[config.mk]
export PLATFORM = sky130hd
export DESIGN_NAME = scan_ring_keeper
export DESIGN_NICKNAME = d
export VERILOG_FILES = /design/src/rtl/srk_pkg.sv /design/src/rtl/srk_slot_bank.sv /design/src/rtl/srk_poll_timer.sv /design/src/rtl/scan_ring_keeper.sv
export SDC_FILE = /design/constraint.sdc
export NUM_CORES = 1
export LEC_CHECK = 0
export ABC_AREA = 1
export BUFFER_PORTS_ARGS = -buffer_cell sky130_fd_sc_hd__buf_4
export CORE_AREA = 2 2 189 191
export CTS_CLUSTER_DIAMETER = 50
export DETAILED_ROUTE_END_ITERATION = 8
export DIE_AREA = 0 0 191 193
export GPL_TIMING_DRIVEN = 1
export PLACE_DENSITY = 0.75
export SYNTH_ARGS = -nofsm -noshare
export SYNTH_HDL_FRONTEND = slang
export SYNTH_SLANG_ARGS = --single-unit
[constraint.sdc]
create_clock -name clk -period 6.6 [get_ports clk]
set_input_delay 1.32 -clock clk [delete_from_list [all_inputs] [get_ports clk]]
set_output_delay 1.32 -clock clk [all_outputs]
set_load 0.05 [all_outputs]
[src/rtl/srk_pkg.sv]
package srk_pkg;
  localparam int unsigned DW       = 64;
  localparam int unsigned STEPS    = 9;
  localparam int unsigned RDY_BIT  = 55;   // MSB-0 bit 8
  localparam logic [DW-1:0] SEL_WORD = 64'h0C10_0000_0000_0010;
  localparam logic [DW-1:0] HDR_WORD = 64'hA5A5_A5A5_A5A5_A5A5;

  typedef enum logic [1:0] {
    T_SEL  = 2'd0,
    T_WIN  = 2'd1,
    T_ROT  = 2'd2,
    T_STAT = 2'd3
  } srk_tgt_e;

  typedef enum logic [3:0] {
    S_IDLE, S_SEL, S_HDR, S_ROT, S_POLL, S_RDW, S_WRW, S_CLR, S_FIN
  } srk_state_e;

  // ring position reached after step k
  function automatic logic [31:0] srk_pos(input logic [3:0] k);
    case (k)
      4'd1:    return 32'd5039;
      4'd2:    return 32'd5100;
      4'd3:    return 32'd5664;
      4'd4:    return 32'd5725;
      4'd5:    return 32'd5973;
      4'd6:    return 32'd6034;
      4'd7:    return 32'd6282;
      4'd8:    return 32'd6343;
      4'd9:    return 32'd17871;
      default: return 32'd0;
    endcase
  endfunction

  function automatic logic [31:0] srk_delta(input logic [3:0] k);
    return srk_pos(k) - srk_pos(k - 4'd1);
  endfunction

  function automatic logic [DW-1:0] srk_mask(input logic [3:0] k);
    if (k == 4'd0 || k >= 4'd9) return '0;
    return k[0] ? 64'hE000_0000_0000_0000 : 64'hC1E0_61FF_ED5F_0000;
  endfunction
endpackage

[src/rtl/srk_slot_bank.sv]
module srk_slot_bank #(
  parameter int unsigned N  = 8,
  parameter int unsigned W  = 64,
  localparam int unsigned IW = $clog2(N)
) (
  input  logic          clk,
  input  logic          rst_n,
  input  logic          wr_en,
  input  logic [IW-1:0] wr_idx,
  input  logic [W-1:0]  wr_data,
  input  logic [IW-1:0] rd_idx,
  output logic [W-1:0]  rd_data
);
  logic [W-1:0] slot [N];

  for (genvar i = 0; i < N; i++) begin : g_slot
    always_ff @(posedge clk) begin
      if (!rst_n) slot[i] <= '0;
      else if (wr_en && wr_idx == IW'(i)) slot[i] <= wr_data;
    end
  end

  assign rd_data = slot[rd_idx];
endmodule

[src/rtl/srk_poll_timer.sv]
module srk_poll_timer #(
  parameter int unsigned W = 16
) (
  input  logic         clk,
  input  logic         rst_n,
  input  logic         clear,
  input  logic         miss,
  input  logic [W-1:0] limit,
  output logic         expired
);
  logic [W-1:0] cnt;

  assign expired = miss && (cnt == limit);

  always_ff @(posedge clk) begin
    if (!rst_n || clear) cnt <= '0;
    else if (miss && !expired) cnt <= cnt + 1'b1;
  end


  poll_count_chk: assert property (@(posedge clk) disable iff (!rst_n)
    (miss && !expired && !clear) |=> (cnt == $past(cnt) + 1'b1));
endmodule

[src/rtl/scan_ring_keeper.sv]
module scan_ring_keeper
  import srk_pkg::*;
#(
  parameter int unsigned POLL_W = 16,
  parameter int unsigned SLOTS  = 8,
  localparam int unsigned IW    = $clog2(SLOTS)
) (
  input  logic              clk,
  input  logic              rst_n,
  input  logic              start,
  input  logic              mode,
  input  logic              preserve_boot,
  input  logic              save_feature,
  input  logic [POLL_W-1:0] poll_limit,
  output logic              busy,
  output logic              done,
  output logic              err_header,
  output logic              err_timeout,
  output logic [DW-1:0]     bad_word,
  output logic              reg_req,
  output logic              reg_we,
  output logic [1:0]        reg_addr,
  output logic [DW-1:0]     reg_wdata,
  input  logic [DW-1:0]     reg_rdata
);
  srk_state_e    state;
  logic [3:0]    step;
  logic          restore_q;
  logic [DW-1:0] hold;
  logic [DW-1:0] slot_rd;

  // named internal events
  logic accept, poll_ok, poll_miss, poll_expired, last_step, slot_wr;
  assign accept    = (state == S_IDLE) && start;
  assign poll_ok   = (state == S_POLL) && reg_rdata[RDY_BIT];
  assign poll_miss = (state == S_POLL) && !reg_rdata[RDY_BIT];
  assign last_step = (step == 4'(STEPS));
  assign slot_wr   = (state == S_RDW) && !last_step && !restore_q;

  srk_poll_timer #(.W(POLL_W)) u_timer (
    .clk(clk), .rst_n(rst_n),
    .clear(state != S_POLL), .miss(poll_miss),
    .limit(poll_limit), .expired(poll_expired)
  );

  srk_slot_bank #(.N(SLOTS), .W(DW)) u_slots (
    .clk(clk), .rst_n(rst_n),
    .wr_en(slot_wr), .wr_idx(IW'(step - 4'd1)),
    .wr_data(srk_mask(step) & reg_rdata),
    .rd_idx(IW'(step - 4'd1)), .rd_data(slot_rd)
  );

  assign busy = (state != S_IDLE);
  assign done = (state == S_FIN);

  always_comb begin
    reg_req   = 1'b0;
    reg_we    = 1'b0;
    reg_addr  = T_SEL;
    reg_wdata = '0;
    case (state)
      S_SEL:  begin reg_req = 1'b1; reg_we = 1'b1; reg_wdata = SEL_WORD; end
      S_HDR:  begin reg_req = 1'b1; reg_we = 1'b1; reg_addr = T_WIN; reg_wdata = HDR_WORD; end
      S_ROT:  begin reg_req = 1'b1; reg_we = 1'b1; reg_addr = T_ROT;
                    reg_wdata = {srk_delta(step), 32'h0}; end
      S_POLL: begin reg_req = 1'b1; reg_addr = T_STAT; end
      S_RDW:  begin reg_req = 1'b1; reg_addr = T_WIN; end
      S_WRW:  begin reg_req = 1'b1; reg_we = 1'b1; reg_addr = T_WIN;
                    reg_wdata = (hold & ~srk_mask(step)) | slot_rd; end
      S_CLR:  begin reg_req = 1'b1; reg_we = 1'b1; end
      default: ;
    endcase
  end

  always_ff @(posedge clk) begin
    if (!rst_n) begin
      state       <= S_IDLE;
      step        <= 4'd0;
      restore_q   <= 1'b0;
      hold        <= '0;
      err_header  <= 1'b0;
      err_timeout <= 1'b0;
      bad_word    <= '0;
    end else begin
      case (state)
        S_IDLE: if (accept) begin
          err_header  <= 1'b0;
          err_timeout <= 1'b0;
          bad_word    <= '0;
          restore_q   <= mode;
          step        <= 4'd1;
          state       <= (preserve_boot && save_feature) ? S_SEL : S_FIN;
        end
        S_SEL:  state <= S_HDR;
        S_HDR:  state <= S_ROT;
        S_ROT:  state <= S_POLL;
        S_POLL: if (poll_ok) state <= S_RDW;
                else if (poll_expired) begin
                  err_timeout <= 1'b1;
                  state       <= S_CLR;
                end
        S_RDW: begin
          if (last_step) begin
            if (reg_rdata != HDR_WORD) begin
              err_header <= 1'b1;
              bad_word   <= reg_rdata;
            end
            state <= S_CLR;
          end else if (restore_q) begin
            hold  <= reg_rdata;
            state <= S_WRW;
          end else begin
            step  <= step + 4'd1;
            state <= S_ROT;
          end
        end
        S_WRW: begin
          step  <= step + 4'd1;
          state <= S_ROT;
        end
        S_CLR:   state <= S_FIN;
        default: state <= S_IDLE;
      endcase
    end
  end


  done_pulse_chk: assert property (@(posedge clk) disable iff (!rst_n)
    done |=> !done);

  busy_drop_chk: assert property (@(posedge clk) disable iff (!rst_n)
    $fell(busy) |-> $past(done));

  idle_quiet_chk: assert property (@(posedge clk) disable iff (!rst_n)
    reg_req |-> busy);

  rot_low_zero_chk: assert property (@(posedge clk) disable iff (!rst_n)
    (reg_req && reg_we && reg_addr == T_ROT) |-> (reg_wdata[31:0] == 32'h0));

  win_after_ready_chk: assert property (@(posedge clk) disable iff (!rst_n)
    (reg_req && !reg_we && reg_addr == T_WIN) |->
      $past(reg_req && reg_addr == T_STAT && reg_rdata[RDY_BIT]));

  timeout_clear_chk: assert property (@(posedge clk) disable iff (!rst_n)
    $rose(err_timeout) |->
      (reg_req && reg_we && reg_addr == T_SEL && reg_wdata == '0));

  err_hold_chk: assert property (@(posedge clk) disable iff (!rst_n)
    (!busy && !start) |=> $stable(err_header) && $stable(bad_word));
endmodule

Yosys cells after proc, flatten, opt, wreduce, memory -nomap -nowiden

Memory sizes are Yosys's and may differ from the RTL's. A register that Yosys moved wholly into a read port is not among the register bits.
Index checks and enable logic that the tools add are counted.
W data, S select, Z words.

Input bits: 86
Bits in writable memories: 512
Memory bits (read-only): 448
Memories kept: 3
Bits in registers: 155
Output and inout port bits: 136
Logic and storage cells: 166

Memories:

| memory           | words | bits a word | read ports | clocked after memory_dff | wr ports | RTL line            | RTL |
|---|---|---|---|---|---|---|---|
| u_slots.slot     | 8     | 64          | 1          | 0                        | 8        | srk_slot_bank.sv:14 | `logic [W-1:0] slot [N];` |
| (name not given) | 16    | 14          | 1          | 1                        | 0        | srk_pkg.sv:21       | `case (k)` |
| (name not given) | 16    | 14          | 1          | 0                        | 0        | srk_pkg.sv:21       |  |

Equal/unequal tests: 27
$add $sub $neg: 4
Magnitude comparators: 1
Reductions and logical operators: 40
Bitwise gates (word level): 13
Multiplexer cells: 70

Operators with widths:

| cell                    | number |
|---|---|
| $mux W64                | 15 |
| $pmux W64 S4            | 1 |
| $and A64 B64 Y64        | 2 |
| $pmux W64 S2            | 1 |
| $mux W32                | 2 |
| $ne A64 B64 Y1 const B  | 1 |
| $not A64 Y64            | 1 |
| $or A64 B64 Y64         | 1 |
| $mux W62                | 1 |
| $mux W4                 | 9 |
| $mux W1                 | 34 |
| $sub A32 B32 Y32        | 1 |
| $pmux W4 S7             | 1 |
| $add A16 B1 Y16 const B | 1 |
| $eq A16 B16 Y1          | 1 |
| $eq A4 B3 Y1 const B    | 4 |
| $logic_and A1 B1 Y1     | 16 |
| $eq A3 B3 Y1 const B    | 4 |
| $pmux W4 S3             | 1 |
| $reduce_and A4 Y1       | 3 |
| $ne A2 B2 Y1 const B    | 5 |
| $eq A4 B2 Y1 const B    | 2 |
| $eq A4 B4 Y1 const B    | 2 |
| $logic_not A4 Y1        | 2 |
| other kinds (26)        | 44 |

Logic depth before layout (Yosys ltp)

Depth after elaboration: 10
Depth in mapped cells: 24
Gate-level depth less buffers: 21

Modules after synthesis

Synthesis repeated with hierarchy kept, for this count alone.

Cells, all modules: 4376
Area total of the unflattened synthesis: 34747.1 µm²

By module, submodules not included:

| module           | seq. area each (µm²) | area each (µm²) | instances | cells an instance |
|---|---|---|---|---|
| srk_slot_bank    | 15374.7              | 25097.8         | 1         | 2873 |
| scan_ring_keeper | 3062.9               | 8254.2          | 1         | 1251 |
| srk_poll_timer   | 320.3                | 1395.1          | 1         | 252 |

Worst setup path before layout

Ideal clock, no wire load.

Path kind: flip-flop to output port
Start: reg step[0]
End: out reg_wdata[46]
Data arrival time: 5.199 ns
Stages on the path, launching flop included: 21
Data required time: 5.280 ns
Path buffers: 5
Path slack: 0.081 ns
Path through: dfxtp_1 clkbuf_1 inv_1 clkbuf_1 clkbuf_1 ha_1 inv_1 ha_1 clkbuf_1 clkbuf_1 nand2_1 a31oi_1 ha_1 a21oi_1 nand2_1 nand3_1 nand2_1 a21o_1 a21oi_1 fa_1 o21ai_0

Cells in the longest elaborated chain, start to end: 10

RTL lines:

| what                                                                     | RTL line                | RTL |
|---|---|---|
| start, declared                                                          | scan_ring_keeper.sv:27  | `logic [3:0] step;` |
| start signal, assigned                                                   | scan_ring_keeper.sv:113 | `step <= step + 4'd1;` |
| start signal, assigned                                                   | scan_ring_keeper.sv:118 | `step <= step + 4'd1;` |
| parallel branches: the longest is 9 deep, another holds $sub A32 B32 Y32 | n/a                     |  |
| $pmux W64 S4 (*)                                                         | scan_ring_keeper.sv:61  | `case (state)` |
| end, declared                                                            | scan_ring_keeper.sv:23  | `output logic [DW-1:0] reg_wdata,` |

Every way passes the cells marked *. The select of a mux whose other input is x is not followed.

Final worst setup path

Start: reg step[0]
End: out reg_wdata[53]

Same word-level chain as after synthesis.

==> qor.yml <==
place:
  place_ws_ns: 0.969
  place_area_mm2: 0.0219
  dp_hpwl_mm: 38.4
  io_buffers: 221
  gp_congestion: 0.908
floorplan:
  ios: 222
  core_mm2: 0.0350
  initial_core_util_pct: 57.8
  die_height_um: 193
  dieArea_mm2: 0.0369
  row_count: 69
  die_w_um: 191
min_path:
  hold_end: "bad_word[8]$_SDFFE_PN0P_"
  min_path_cells: 2
  hold_start: "bad_word[8]$_SDFFE_PN0P_"
  hp-class: "flip-flop to flip-flop"
worst_setup_path:
  critical_path_class: "flip-flop to primary output"
  crit_path_end_kind: "primary output"
  r2r_start: "step[0]$_SDFFE_PN0P_"
  worstPathArrival_ns: 4.92
  worst-path-max-fanout: 62
  r2r_slack_ns: 2.93
  setup.worst_path.start: "step[0]$_SDFFE_PN0P_"
  start_kind: "flip-flop"
  rr_worst_depth: 10
  worstReg2RegEnd: "bad_word[12]$_SDFFE_PN0P_"
  critPathRequiredTime_ns: 5.28
sta:
  setup_viol: 0
  slew_viol_final: 0
  finalCritPeriodShare_pct: 94.5
  post-route-min-period_ns: 6.24
  fin_ws_ns: 0.361
  setup_tns_ns: 0
  maxSlewHeadroom_pct: 17.3
  clock.fmax_mhz: 160
  hold_viol: 0
  worst_clock_skew_ns: 0.0306
  rsz0062_at_grt: "no"
  max_slew.worst_pin.slew_ns: 1.24
cells_and_area:
  most-common-layout-cells: "nand2_1, nor2_1, buf_4"
  area_growth_pct: 16.2
  diodes: 0
  fill_cells: 2846
  nets: 2642
  final_common_cell: "nand2_1"
  drive_above_1_share_pct: 15.3
  final_area_mm2: 0.0235
pwr:
  p_total_uw: 6730
  switching_power_uw: 2030
  p_int_uw: 4710
  p_sw_share_pct: 30.1
  p_comb_share_pct: 19.5
  power_density_mw_per_mm2: 287
  p_leak_uw: 0.00955
  seqPwrFrac_pct: 41.6
  clockPowerShare_pct: 38.9
  vdd_drop_max_mv: 0.249
cts:
  path_clk_slew_ns: 0.06
  h-tree-depth: 2
  cts-root-buf: "clkbuf_16"
  insertion_delay_ns: 0.59
  numCtsBuffers: 46
  post_cts_resized: 0
  clockBufferDepth: 3
  post_cts_buffers: 0
  clock-sinks: 409
  cts_tree: "built"
  hold_buffers: 0
synth:
  ys_ff_latch: 409
  dominantRegCellSynth: "edfxtp_1"
  syn_area_per_cell_um2: 8.50
  syn_inst: 2377
  yosysTopAreaCellShare_pct: 35.7
  yosysWarnings: 0
  synth_nets: 2495
  synth_top_cells_by_area: "edfxtp_1, dfxtp_1, nand2_1, nor2_1, a21oi_1"
  synth_edf_count: 240
  yosys.area.top_type: "edfxtp_1"
  synthArstFlopShare_pct: 0
  synthesis.area_mm2: 0.0202
  ys_seq_area_share_pct: 52.4
  synth.distinct_cells: 49
drt:
  wl_per_cell_um: 20.1
  drtAntennaViolNets: 0
  drt_wl_total_mm: 60.8
  routed_via_density: 5.85
  firstDrtPassIters: 5
  vias: 17700
  drtIter0Drc: 1689
  post-route-drc-count: 0
job:
  cap_violations: 0
global_route:
  grt_max_degree: 76
  grt_pass1_vias: 16500
  antenna_found_initial: 0
  grt_use_total_pct: 32.3
  grt_pass1_wl_mm: 91.1
  grt_overflow: 0
outcome:
  status: "complete, no violations"
[state kept, by name, summed over array words and instances, names as in the netlist, named ones only]
| signal | flops |
|---|---|
| err_header | 1 |
| bad_word | 64 |
| u_slots.slot | 240 |
| hold | 64 |
| state | 4 |
| err_timeout | 1 |
| u_timer.cnt | 16 |
| step | 4 |
| restore_q | 1 |
[area by class of cell]
type	count	area (um2)	area share, %
Sequential cell	409	10600	45.1
Multi-Input combinational cell	1649	8250	35.2
Timing Repair Buffer	249	1870	7.96
Clock buffer	65	1280	5.47
Inverter	169	638	2.72
Tap cell	461	577	2.46
Clock inverter	21	265	1.13
[kinds of logic after synthesis]
| logic type | count (synthesis) | share of synthesized area, % |
|---|---|---|
| AO/OA/AOI/OAI | 442 | 11.8 |
| XOR/XNOR | 30 | 1.30 |
| adder cells (fa/ha/maj) | 32 | 2.06 |
| buffers and inverters | 319 | 7.04 |
| flip-flops | 409 | 52.4 |
| AND/OR/NAND/NOR | 1145 | 25.4 |
[Yosys cell counts (5+ instances only)]
master,number
nand2_8,20
a31oi_1,6
inv_2,9
nand2_1,450
buf_1,9
clkbuf_1,66
nor2_2,10
edfxtp_1,240
inv_1,159
o31ai_1,5
dfxtp_1,169
nand3_1,208
o21ai_0,151
ha_1,30
nand2_2,5
nor2_1,406
xnor2_1,20
o22ai_1,10
a221o_1,18
buf_2,53
xor2_1,10
nand4_1,15
a21oi_1,235
buf_6,20
nor3_1,12
[worst max path at each step]
stage | end | slack [ns]
after floorplan | reg_wdata[46] | 0.08
after global placement | reg_wdata[53] | 0.99
after detailed placement | reg_wdata[53] | 0.97
after CTS | reg_wdata[53] | 0.36
after global routing | reg_wdata[53] | 0.06
final | reg_wdata[53] | 0.36
[worst max-delay path, cell delays in order (launching register included)]
cell     delay, ns
dfxtp_4       0.34
inv_2         0.05
buf_4         0.51
ha_1          0.38
inv_2         0.07
buf_4         0.59
nand2_1       0.11
a31oi_1       0.23
ha_1          0.31
a21oi_1       0.20
o21a_1        0.15
nand2_1       0.11
nand3_1       0.09
nand3_1       0.54
nand3_1       0.39
buf_4         0.25
[routing by layer]
layer | routed length [um] | GRT usage, % | part of all wire, %
met5 | 0 | 0 | 0
met4 | 2810 | 16.5 | 4.6
met3 | 5410 | 5.19 | 8.9
met2 | 29300 | 53.6 | 48
met1 | 23200 | 41.3 | 38
[through the flow]
stage / util [%] / hold slack [ns] / cells
floorplan: - / 0.466 / 2377
global placement: 62.7 / 0.450 / 2937
detailed placement: 62.7 / 0.454 / 2937
CTS: 67.2 / 0.463 / 3023
global route: 67.2 / 0.476 / 3023
finish: 67.2 / 0.459 / 3023
[power by group through the flow]
stage	Clock (uW)	Sequential (uW)	Combinational (uW)
floorplan	0	2840	923
global placement	0	2850	1270
detailed placement	0	2850	1290
CTS	2630	2800	1300
global route	2720	2800	1430
finish	2620	2800	1310
(Power assumes the default switching activity.)
